$ cat src/rtl/adc_rd_pkg.sv
package adc_rd_pkg;

   typedef enum logic [2:0] {
      RD_IDLE  = 3'd0,
      RD_SETUP = 3'd1,
      RD_LOW   = 3'd2,
      RD_HIGH  = 3'd3,
      RD_QUIET = 3'd4
   } rd_state_t;

endpackage

$ cat src/rtl/adc_rd_timer.sv
module adc_rd_timer #(
   parameter int W = 8
) (
   input  logic         clk,
   input  logic         rst_n,
   input  logic         load,
   input  logic [W-1:0] load_val,
   output logic         done
);

   logic [W-1:0] cnt_q;

   // A load of N keeps done low for N-1 cycles; a load of 0 behaves as 1.
   always_ff @(posedge clk) begin
      if (!rst_n) begin
         cnt_q <= '0;
      end else if (load) begin
         cnt_q <= (load_val == '0) ? '0 : load_val - W'(1);
      end else if (cnt_q != '0) begin
         cnt_q <= cnt_q - W'(1);
      end
   end

   assign done = (cnt_q == '0);

endmodule

$ cat src/rtl/adc_rd_capture.sv
module adc_rd_capture #(
   parameter int DATA_BITS = 12,
   parameter int ZERO_BITS = 4
) (
   input  logic                 clk,
   input  logic                 rst_n,
   input  logic                 shift_en,
   input  logic                 commit,
   input  logic                 sdata,
   output logic [DATA_BITS-1:0] result,
   output logic                 valid,
   output logic                 err
);

   localparam int FRAME_BITS = DATA_BITS + ZERO_BITS;

   logic [FRAME_BITS-1:0] shreg_q;
   logic [DATA_BITS-1:0]  res_q;
   logic                  valid_q;
   logic                  err_q;

   always_ff @(posedge clk) begin
      if (!rst_n) begin
         shreg_q <= '0;
         res_q   <= '0;
         valid_q <= 1'b0;
      end else begin
         if (shift_en) begin
            shreg_q <= {shreg_q[FRAME_BITS-2:0], sdata};
         end
         if (commit) begin
            res_q <= shreg_q[DATA_BITS-1:0];
         end
         valid_q <= commit;
      end
   end

   generate
      if (ZERO_BITS > 0) begin : g_zero_chk
         always_ff @(posedge clk) begin
            if (!rst_n) begin
               err_q <= 1'b0;
            end else if (commit && (shreg_q[FRAME_BITS-1:DATA_BITS] != '0)) begin
               err_q <= 1'b1;
            end
         end
      end else begin : g_no_zero_chk
         assign err_q = 1'b0;
      end
   endgenerate

   assign result = res_q;
   assign valid  = valid_q;
   assign err    = err_q;

endmodule

$ cat src/rtl/adc_frame_reader.sv
module adc_frame_reader
   import adc_rd_pkg::*;
#(
   parameter int DATA_BITS = 12,
   parameter int ZERO_BITS = 4,
   parameter int DIV_W     = 8,
   parameter int GUARD_W   = 8
) (
   input  logic                 clk,
   input  logic                 rst_n,
   input  logic                 start,
   input  logic                 free_run,
   input  logic [DIV_W-1:0]     half_div,
   input  logic [GUARD_W-1:0]   setup_cycles,
   input  logic [GUARD_W-1:0]   quiet_cycles,
   input  logic                 sdata,
   output logic                 cs_n,
   output logic                 sclk,
   output logic [DATA_BITS-1:0] result,
   output logic                 result_valid,
   output logic                 frame_err
);

   localparam int FRAME_BITS = DATA_BITS + ZERO_BITS;
   localparam int EDGE_W     = $clog2(FRAME_BITS + 1);
   localparam int CNT_W      = (DIV_W > GUARD_W) ? DIV_W : GUARD_W;

   generate
      if (DATA_BITS < 2 || ZERO_BITS < 0 || DIV_W < 1 || GUARD_W < 1) begin : g_bad_cfg
         $error("adc_frame_reader: invalid parameter set");
      end
   endgenerate

   rd_state_t         state_q, state_d;
   logic              cs_q, cs_d;
   logic              sclk_q, sclk_d;
   logic              pend_q, pend_d;
   logic [EDGE_W-1:0] edge_q, edge_d;
   logic              ld;
   logic [CNT_W-1:0]  ld_val;
   logic              t_done;
   logic              shift_en;
   logic              commit;

   always_comb begin
      state_d  = state_q;
      cs_d     = cs_q;
      sclk_d   = sclk_q;
      edge_d   = edge_q;
      pend_d   = pend_q | (start && (state_q != RD_IDLE));
      ld       = 1'b0;
      ld_val   = '0;
      shift_en = 1'b0;
      commit   = 1'b0;
      case (state_q)
         RD_IDLE: begin
            if (start || pend_q || free_run) begin
               state_d = RD_SETUP;
               cs_d    = 1'b0;
               pend_d  = 1'b0;
               ld      = 1'b1;
               ld_val  = CNT_W'(setup_cycles);
            end
         end
         RD_SETUP: begin
            if (t_done) begin
               state_d  = RD_LOW;
               sclk_d   = 1'b0;
               shift_en = 1'b1;
               edge_d   = EDGE_W'(1);
               ld       = 1'b1;
               ld_val   = CNT_W'(half_div);
            end
         end
         RD_LOW: begin
            if (t_done) begin
               sclk_d = 1'b1;
               ld     = 1'b1;
               if (edge_q == EDGE_W'(FRAME_BITS)) begin
                  state_d = RD_QUIET;
                  cs_d    = 1'b1;
                  commit  = 1'b1;
                  ld_val  = CNT_W'(quiet_cycles);
               end else begin
                  state_d = RD_HIGH;
                  ld_val  = CNT_W'(half_div);
               end
            end
         end
         RD_HIGH: begin
            if (t_done) begin
               state_d  = RD_LOW;
               sclk_d   = 1'b0;
               shift_en = 1'b1;
               edge_d   = edge_q + EDGE_W'(1);
               ld       = 1'b1;
               ld_val   = CNT_W'(half_div);
            end
         end
         RD_QUIET: begin
            if (t_done) begin
               state_d = RD_IDLE;
            end
         end
         default: state_d = RD_IDLE;
      endcase
   end

   always_ff @(posedge clk) begin
      if (!rst_n) begin
         state_q <= RD_IDLE;
         cs_q    <= 1'b1;
         sclk_q  <= 1'b1;
         pend_q  <= 1'b0;
         edge_q  <= '0;
      end else begin
         state_q <= state_d;
         cs_q    <= cs_d;
         sclk_q  <= sclk_d;
         pend_q  <= pend_d;
         edge_q  <= edge_d;
      end
   end

   adc_rd_timer #(.W(CNT_W)) timer_i (
      .clk      (clk),
      .rst_n    (rst_n),
      .load     (ld),
      .load_val (ld_val),
      .done     (t_done)
   );

   adc_rd_capture #(.DATA_BITS(DATA_BITS), .ZERO_BITS(ZERO_BITS)) capture_i (
      .clk      (clk),
      .rst_n    (rst_n),
      .shift_en (shift_en),
      .commit   (commit),
      .sdata    (sdata),
      .result   (result),
      .valid    (result_valid),
      .err      (frame_err)
   );

   assign cs_n = cs_q;
   assign sclk = sclk_q;

endmodule

$ cat config.mk
export PLATFORM = sky130hd
export DESIGN_NAME = adc_frame_reader
export DESIGN_NICKNAME = d
export VERILOG_FILES = /design/src/rtl/adc_rd_pkg.sv /design/src/rtl/adc_rd_timer.sv /design/src/rtl/adc_rd_capture.sv /design/src/rtl/adc_frame_reader.sv
export SDC_FILE = /design/constraint.sdc
export NUM_CORES = 1
export LEC_CHECK = 0
export BUFFER_PORTS_ARGS = -buffer_cell sky130_fd_sc_hd__buf_2
export CAP_MARGIN = 20
export CORE_ASPECT_RATIO = 1.25
export CORE_MARGIN = 2
export CORE_UTILIZATION = 40
export CTS_BUF_LIST = sky130_fd_sc_hd__clkbuf_4 sky130_fd_sc_hd__clkbuf_8 sky130_fd_sc_hd__clkbuf_16
export DETAILED_ROUTE_END_ITERATION = 12
export SKIP_CTS_REPAIR_TIMING = 1
export SLEW_MARGIN = 10
export SYNTH_ARGS = -nofsm -noshare
export SYNTH_HDL_FRONTEND = slang
export SYNTH_HIERARCHICAL = 1
export SYNTH_SLANG_ARGS = --single-unit
$ cat constraint.sdc
create_clock -name clk -period 3.74 [get_ports clk]
set_clock_uncertainty 0.1 [all_clocks]
set_input_delay 0.187 -clock clk [delete_from_list [all_inputs] [get_ports clk]]
set_output_delay 0.187 -clock clk [all_outputs]
set_load 0.005 [all_outputs]
==> flow_summary_export.csv, run 1 <==
group,metric,value,unit
yosys,synthAdderAreaFrac,2.503,%
yosys,synth-simple-area-share,23.32,%
cts,insertion_delay,300,ps
sta,tns,0,ps
worst_setup_path,critPathRequiredTime,3870,ps
sta,fmax,299.9,MHz
yosys,synth_cell_type_count,54,
drt,drtIter0Drc,71,
yosys,synth_area_per_cell,9.920,sq um
global_routing,grt_max_degree,43,
sta,timing.final.max_slew_violations,0,
placement,dp_cells,374,
global_routing,track_usage,15.96,%
sta,holdWs,39.90,ps
layout,diodes,0,
sta,setup_viol,0,
layout,drive_gt1_share,25.93,%
sta,final_hold_viol_count,0,
drt,post_drt_wl_per_cell,13.33,um
floorplan,start_util,40.81,%
yosys,yosysMostFrequentCell,"dfxtp_1",
worst_setup_path,worst-setup-path-type,"register to register",
drt,via_count,1956,
drt,drc_errors,0,
global_routing,grt_overflow,0,
worst_setup_path,rr_startpoint,"timer_i/cnt_q[0]",
cts,cts-root-buf,"clkbuf_8",
layout,instances_no_fill,382,
floorplan,ioPinCount,45,
yosys,synth_top_area_cell,"dfxtp_1",
yosys,synth_edf_count,0,
yosys,synth_xor_area_share,3.153,%
worst_setup_path,crit_fanout,8,
yosys,ys_seq_elements,49,
sta,min_period,3334,ps
power_and_ir_drop,leakage,1.148,nW
yosys,ys.warnings.count,6,
sta,rsz0062_at_grt,"false",
cts,clock-sinks,49,
sta,layout_setup_ws,405.7,ps
placement,post-place-ws,437.1,ps
drt,first_pass_iters,4,
worst_setup_path,critPathLaunch,"timer_i/cnt_q[0]",
yosys,synth_top_family_by_area,"simple AND/OR/NAND/NOR gates",
power_and_ir_drop,p_per_area,582.4,mW/mm^2
yosys,synth_common_cells,"dfxtp_1 (49), nor2b_1 (29), mux2i_1 (28)",
yosys,ys_async_sr_fraction,0,%
yosys,ys_top_cells_by_area,"dfxtp_1 (39%), mux2i_1 (11%), nor2b_1 (7.3%)",
yosys,synth_area,0.002500,sq mm
global_routing,grt_antenna_before_repair,0,
yosys,synth_nets,286,
global_routing,grt_pass1_wl,8776,um
yosys,yosysSeqAreaShare,39.24,%
worst_setup_path,startpoint_type,"register",
sta,slew_headroom,52.71,%
cts,cts_buffers,5,
status,status,"finished clean",
layout,area_growth,15.42,%
worst_hold_path,holdCritStartpoint,"sdata",
cts,clk_pin_slew,90,ps
drt,wl,5092,um
yosys,synth_top_area_share,39.24,%
yosys,syn_inst,252,
placement,gp_congestion,0.8933,
yosys,synth_compound_area_share,15.32,%
worst_hold_path,hold_path_class,"input port to register",
floorplan,die_area,0.006902,sq mm
layout,nets,330,
placement,portBuffers,44,
floorplan,coreArea,0.006126,sq mm
cts,htree_levels,2,
placement,hpwl,3769,um
drt,vias_per_cell,5.120,
yosys,synth_ff_type,"dfxtp_1",
cts,clk_path_buf_depth,2,
drt,ant_nets,0,
floorplan,num_rows,32,
cts,cts_tree,"yes",
worst_setup_path,end_kind,"register",
floorplan,die_w,74.71,um
power_and_ir_drop,vdd_drop_max,0.3057,mV
job,maxCapViolCount,0,
floorplan,dieHeight,92.39,um
sta,worst_slew_pin_slew,704.0,ps
yosys,muxShareOfSynthArea,11.66,%
worst_setup_path,arrival,3460,ps
global_routing,grt_pass1_vias,1965,
sta,fin_crit_sh,89.15,%
[area by class of cell]
type                            instances  area [sq um]
Sequential cell                        49         980.9
Inverter                               11         41.29
Tap cell                               85         106.4
Clock buffer                            6         82.58
Fill cell                             593          3241
Multi-Input combinational cell        180          1399
Clock inverter                          2         17.52
Timing Repair Buffer                   49         257.7
[per-layer routing]
metal	part of all wire, %	vias up	wire [um]	global-route usage [%]
met5	0	-	0	0
met4	2.1	0	108	5.357
met3	3.6	9	182	3.482
met2	51	36	2599	27.65
met1	43	911	2202	19.04
li1	-	1000	-	-
[critical path, stage by stage (launching register included)]
cell and delay [ps]:
dfxtp_1 350, inv_1 60, ha_1 180, nor3b_1 310
nand2_1 150, inv_1 200, nand3b_4 110, o21ai_1 450
a221o_1 310, inv_1 80, ha_1 220, a31o_2 240
or2_2 340, o22ai_1 160
[layout by cell type (no fill, tap or decap), types with 2 or more instances in the layout]
cell,instances
o22ai_1,4
buf_4,5
xnor2_1,5
clkbuf_8,6
a21oi_1,8
nor2_1,10
a211oi_1,2
nor3_1,6
inv_1,11
dfxtp_1,49
a221o_1,8
nand3b_4,2
or3_1,3
or4_1,2
nor3b_1,3
or4_4,2
mux2i_1,28
buf_2,44
nor4_2,2
nand3_1,3
and3_1,8
nor2b_1,29
xor2_1,4
o221a_2,2
ha_1,5
nand2_1,10
o21ai_0,8
[sequential cells by signal, summed over array words and instances (netlist names)]
register           count
capture_i/shreg_q     16
capture_i/result      12
timer_i/cnt_q          8
edge_q                 5
state_q                3
capture_i/err          1
capture_i/valid        1
cs_n                   1
pend_q                 1
sclk                   1
[report_power, final]
part | switching, mW | internal (mW)
logic | 0.377 | 0.335
clock network | 0.180 | 0.154
registers | 0.0650 | 0.570
[worst paths after layout]
| path | endpoint | depth (start not counted) | slack [ps] |
|---|---|---|---|
| worst max-delay path | timer_i/cnt_q[3] | 13 | 410 |
| worst min-delay path | capture_i/shreg_q[0] | 3 | 40 |
| worst max register to register | timer_i/cnt_q[3] | 13 | 410 |
| worst min register to register | capture_i/err | 1 | 380 |
[kinds of logic after synthesis]
family	count (synthesis)
muxes	29
and+or+nand+nor	89
AOI/OAI and AO/OA	48
buffers and inverters	23
xor gates and xnor gates	9
adders and majority gates	5
DFF	49
[metrics by stage]
step / power (mW) / area (sq um) / utilization, %
2_1_floorplan: 1.215 / 2500 / -
3_3_place_gp: 1.359 / 2785 / 45.47
3_5_place_dp: 1.360 / 2785 / 45.47
4_1_cts: 1.697 / 2885 / 47.10
5_1_grt: 1.794 / 2885 / 47.10
6_report: 1.680 / 2885 / 47.10
Note: power is estimated with default switching activity, not from simulation.
==> run 2, diff against run 1 <==
--- a/config.mk
+++ b/config.mk
@@ -5,6 +5,7 @@
 export SDC_FILE = /design/constraint.sdc
 export NUM_CORES = 1
 export LEC_CHECK = 0
+export ABC_AREA = 1
 export BUFFER_PORTS_ARGS = -buffer_cell sky130_fd_sc_hd__buf_2
 export CAP_MARGIN = 20
 export CORE_ASPECT_RATIO = 1.25
@@ -12,7 +13,6 @@
 export CORE_UTILIZATION = 40
 export CTS_BUF_LIST = sky130_fd_sc_hd__clkbuf_4 sky130_fd_sc_hd__clkbuf_8 sky130_fd_sc_hd__clkbuf_16
 export DETAILED_ROUTE_END_ITERATION = 12
-export SKIP_CTS_REPAIR_TIMING = 1
 export SLEW_MARGIN = 10
 export SYNTH_ARGS = -nofsm -noshare
 export SYNTH_HDL_FRONTEND = slang
==> run 2 against run 1 <==
Flip-flop and latch count is the same. Setup slack better by 550 ps. Synthesized cell count rose by 58%. Combinational power grew 42%. Critical path depth rose by 7. Cell count up 38%. Maximum frequency increased by 20%. Non-clock buffer count is 3 lower. Worst hold slack worse by 29 ps.
==> flow_summary_export.csv, run 2 <==
group,metric,value,unit
drt,drtIter0Drc,88,
drt,first_pass_iters,5,
placement,post-place-ws,953.8,ps
placement,hpwl,4383,um
yosys,yosysMostFrequentCell,"nor2_1",
worst_hold_path,hold_depth,3,
yosys,synth_area_per_cell,6.492,sq um
sta,setup_viol,0,
cts,cts_setup_buffers,0,
yosys,synth_ff_type,"dfxtp_1",
yosys,synth_compound_area_share,8.620,%
layout,nets,474,
yosys,synth_top_area_share,37.97,%
sta,fin_crit_sh,74.54,%
yosys,muxShareOfSynthArea,0,%
worst_hold_path,min_to,"capture_i/shreg_q[0]",
sta,rsz0062_at_grt,"false",
power_and_ir_drop,vdd_drop_max,0.2706,mV
placement,gp_congestion,0.8450,
layout,final_cell_mix,"nor2_1 (92), nand2_1 (90), dfxtp_1 (49)",
cts,clock-sinks,49,
sta,tns,0,ps
global_routing,track_usage,17.61,%
power_and_ir_drop,leakage,1.541,nW
global_routing,grt_antenna_before_repair,0,
worst_setup_path,crit_fanout,16,
layout,instances_no_fill,526,
worst_setup_path,cp_common_cell,"nand2_1",
drt,drc_errors,0,
yosys,synth_xor_area_share,0.3390,%
cts,hold_buffers,0,
yosys,synth_top_family_by_area,"simple AND/OR/NAND/NOR gates",
layout,top_register,"capture_i/shreg_q",
worst_setup_path,rr_startpoint,"timer_i/cnt_q[0]",
global_routing,grt_use_met2,31.39,%
worst_setup_path,reg2reg_slack,950,ps
worst_setup_path,worstRegToRegCells,20,
floorplan,coreArea,0.006206,sq mm
yosys,ys_top_cells_by_area,"dfxtp_1 (38%), nor2_1 (13%), nand2_1 (13%)",
global_routing,grt_use_met1,20.86,%
sta,slew_headroom,55.41,%
drt,post_drt_wl_per_cell,11.22,um
drt,vias_per_cell,4.683,
layout,largest_reg_flops,16,
worst_hold_path,holdCritStartpoint,"sdata",
yosys,synthAdderAreaFrac,2.421,%
layout,fillCellCount,634,
yosys,yosysSeqAreaShare,37.97,%
worst_setup_path,regToRegEndpoint,"timer_i/cnt_q[3]",
drt,ant_nets,0,
worst_setup_path,cp_cell_sequence,"inv_1, ha_1, nand3_1, nor2_2, nand2_1, inv_1, buf_4, nand2_2, nor2_4, nand2_1, nand3_1, inv_1, ha_1, nand3_1, nor2_2, nor2_4, nand2_1, nand2_1, nand2_1, nor2_2",
drt,wl,5903,um
global_routing,grt_overflow,0,
layout,diodes,0,
cts,clk_pin_slew,110,ps
floorplan,ioPinCount,45,
layout,area_growth,14.09,%
global_routing,grt_pass1_wl,9825,um
cts,insertion_delay,300,ps
worst_setup_path,startpoint_type,"register",
sta,min_period,2788,ps
cts,cts_tree,"yes",
layout,drive_gt1_share,18.37,%
worst_setup_path,arrival,2940,ps
yosys,ys.warnings.count,6,
yosys,syn_inst,398,
floorplan,die_area,0.007122,sq mm
cts,cts-resized-gates,0,
worst_setup_path,critPathSlowestCell,"dfxtp_1",
power_and_ir_drop,p_total,2.051,mW
placement,dp_cells,518,
global_routing,grt_max_degree,43,
sta,worst_slew_pin_slew,668.8,ps
status,status,"finished clean",
cts,clk_path_buf_depth,2,
worst_setup_path,end_kind,"register",
drt,via_count,2463,
yosys,synth_edf_count,0,
yosys,ys_seq_elements,49,
floorplan,start_util,41.63,%
layout,final_common_cell,"nor2_1",
cts,cts-root-buf,"clkbuf_8",
yosys,synth_nets,432,
sta,layout_setup_ws,952.1,ps
global_routing,grt_pass1_vias,2273,
worst_setup_path,critPathRequiredTime,3890,ps
worst_setup_path,critical-path-max-stage-delay,330,ps
cts,htree_levels,2,
yosys,synth_top_area_cell,"dfxtp_1",
yosys,synth-simple-area-share,41.94,%
sta,final_hold_viol_count,0,
cts,cts_buffers,5,
job,maxCapViolCount,0,
floorplan,dieHeight,93.86,um
yosys,ys_async_sr_fraction,0,%
floorplan,die_w,75.89,um
sta,holdWs,10.55,ps
placement,portBuffers,44,
global_routing,grt.met3_usage,3.433,%
global_routing,grt-busiest-layer,"met2",
yosys,synth_area,0.002584,sq mm
yosys,synth_cell_type_count,28,
worst_hold_path,hold_path_class,"input port to register",
yosys,synth_common_cells,"nor2_1 (92), nand2_1 (90), dfxtp_1 (49)",
floorplan,num_rows,32,
power_and_ir_drop,p_per_area,695.6,mW/mm^2
sta,timing.final.max_slew_violations,0,
sta,fmax,358.7,MHz
worst_setup_path,worst-setup-path-type,"register to register",
[run 2: power by group]
| group | leakage (nW) | switching [mW] | total (mW) | internal (mW) |
|---|---|---|---|---|
| combinational | 1.09 | 0.669 | 1.01 | 0.343 |
| clock | 0.0511 | 0.200 | 0.342 | 0.142 |
| sequential | 0.399 | 0.0776 | 0.696 | 0.619 |
[run 2: worst max-delay path by stage]
stage                                start               end  slack [ps]  cells after the start
after floorplan           timer_i/cnt_q[0]  timer_i/cnt_q[3]        1260                     21
after global placement    timer_i/cnt_q[0]  timer_i/cnt_q[3]        1050                     20
after detailed placement  timer_i/cnt_q[0]  timer_i/cnt_q[3]         950                     20
after CTS                 timer_i/cnt_q[0]  timer_i/cnt_q[3]         930                     20
after global routing      timer_i/cnt_q[0]  timer_i/cnt_q[4]         550                     20
final                     timer_i/cnt_q[0]  timer_i/cnt_q[3]         950                     20
[run 2: per-stage QoR]
step                      util (%)  instance area [sq um]
after floorplan                  -                   2584
final                        47.50                   2948
after global routing         47.50                   2948
after CTS                    47.50                   2948
after detailed placement     45.93                   2850
after global placement       45.93                   2850
[run 2: metal layers]
layer | vias to the layer above | wire length (um)
met5 | - | 0
met2 | 29 | 3026
li1 | 1339 | -
met1 | 1090 | 2636
met4 | 0 | 61
met3 | 5 | 178
[run 2: cells by family (layout without fill, tap and decap cells)]
family                     after synthesis  count (layout)
AOI/OAI and AO/OA                       43              43
xor gates and xnor gates                 1               1
adders and majority gates                5               5
buffers and inverters                   51              94
DFF                                     49              49
and+or+nand+nor                        249             249
[run 2: critical path: cells and delay by family (launching register included)]
kind / cells / cell delay (ps)
buffers and inverters: 4 / 450
adder cells (fa/ha/maj): 2 / 440
flip-flops: 1 / 330
AND/OR/NAND/NOR: 14 / 1440
[run 2: layout make-up]
| class | count | area, sq um | area share (%) |
|---|---|---|---|
| timing repair buffer | 46 | 235.2 | 7.980 |
| clock buffer | 5 | 68.82 | 2.334 |
| inverter | 40 | 150.1 | 5.093 |
| tap | 85 | 106.4 | 3.608 |
| clock inverter | 3 | 28.78 | 0.9762 |
| multi-input combinational | 298 | 1378 | 46.73 |
| sequential | 49 | 980.9 | 33.28 |
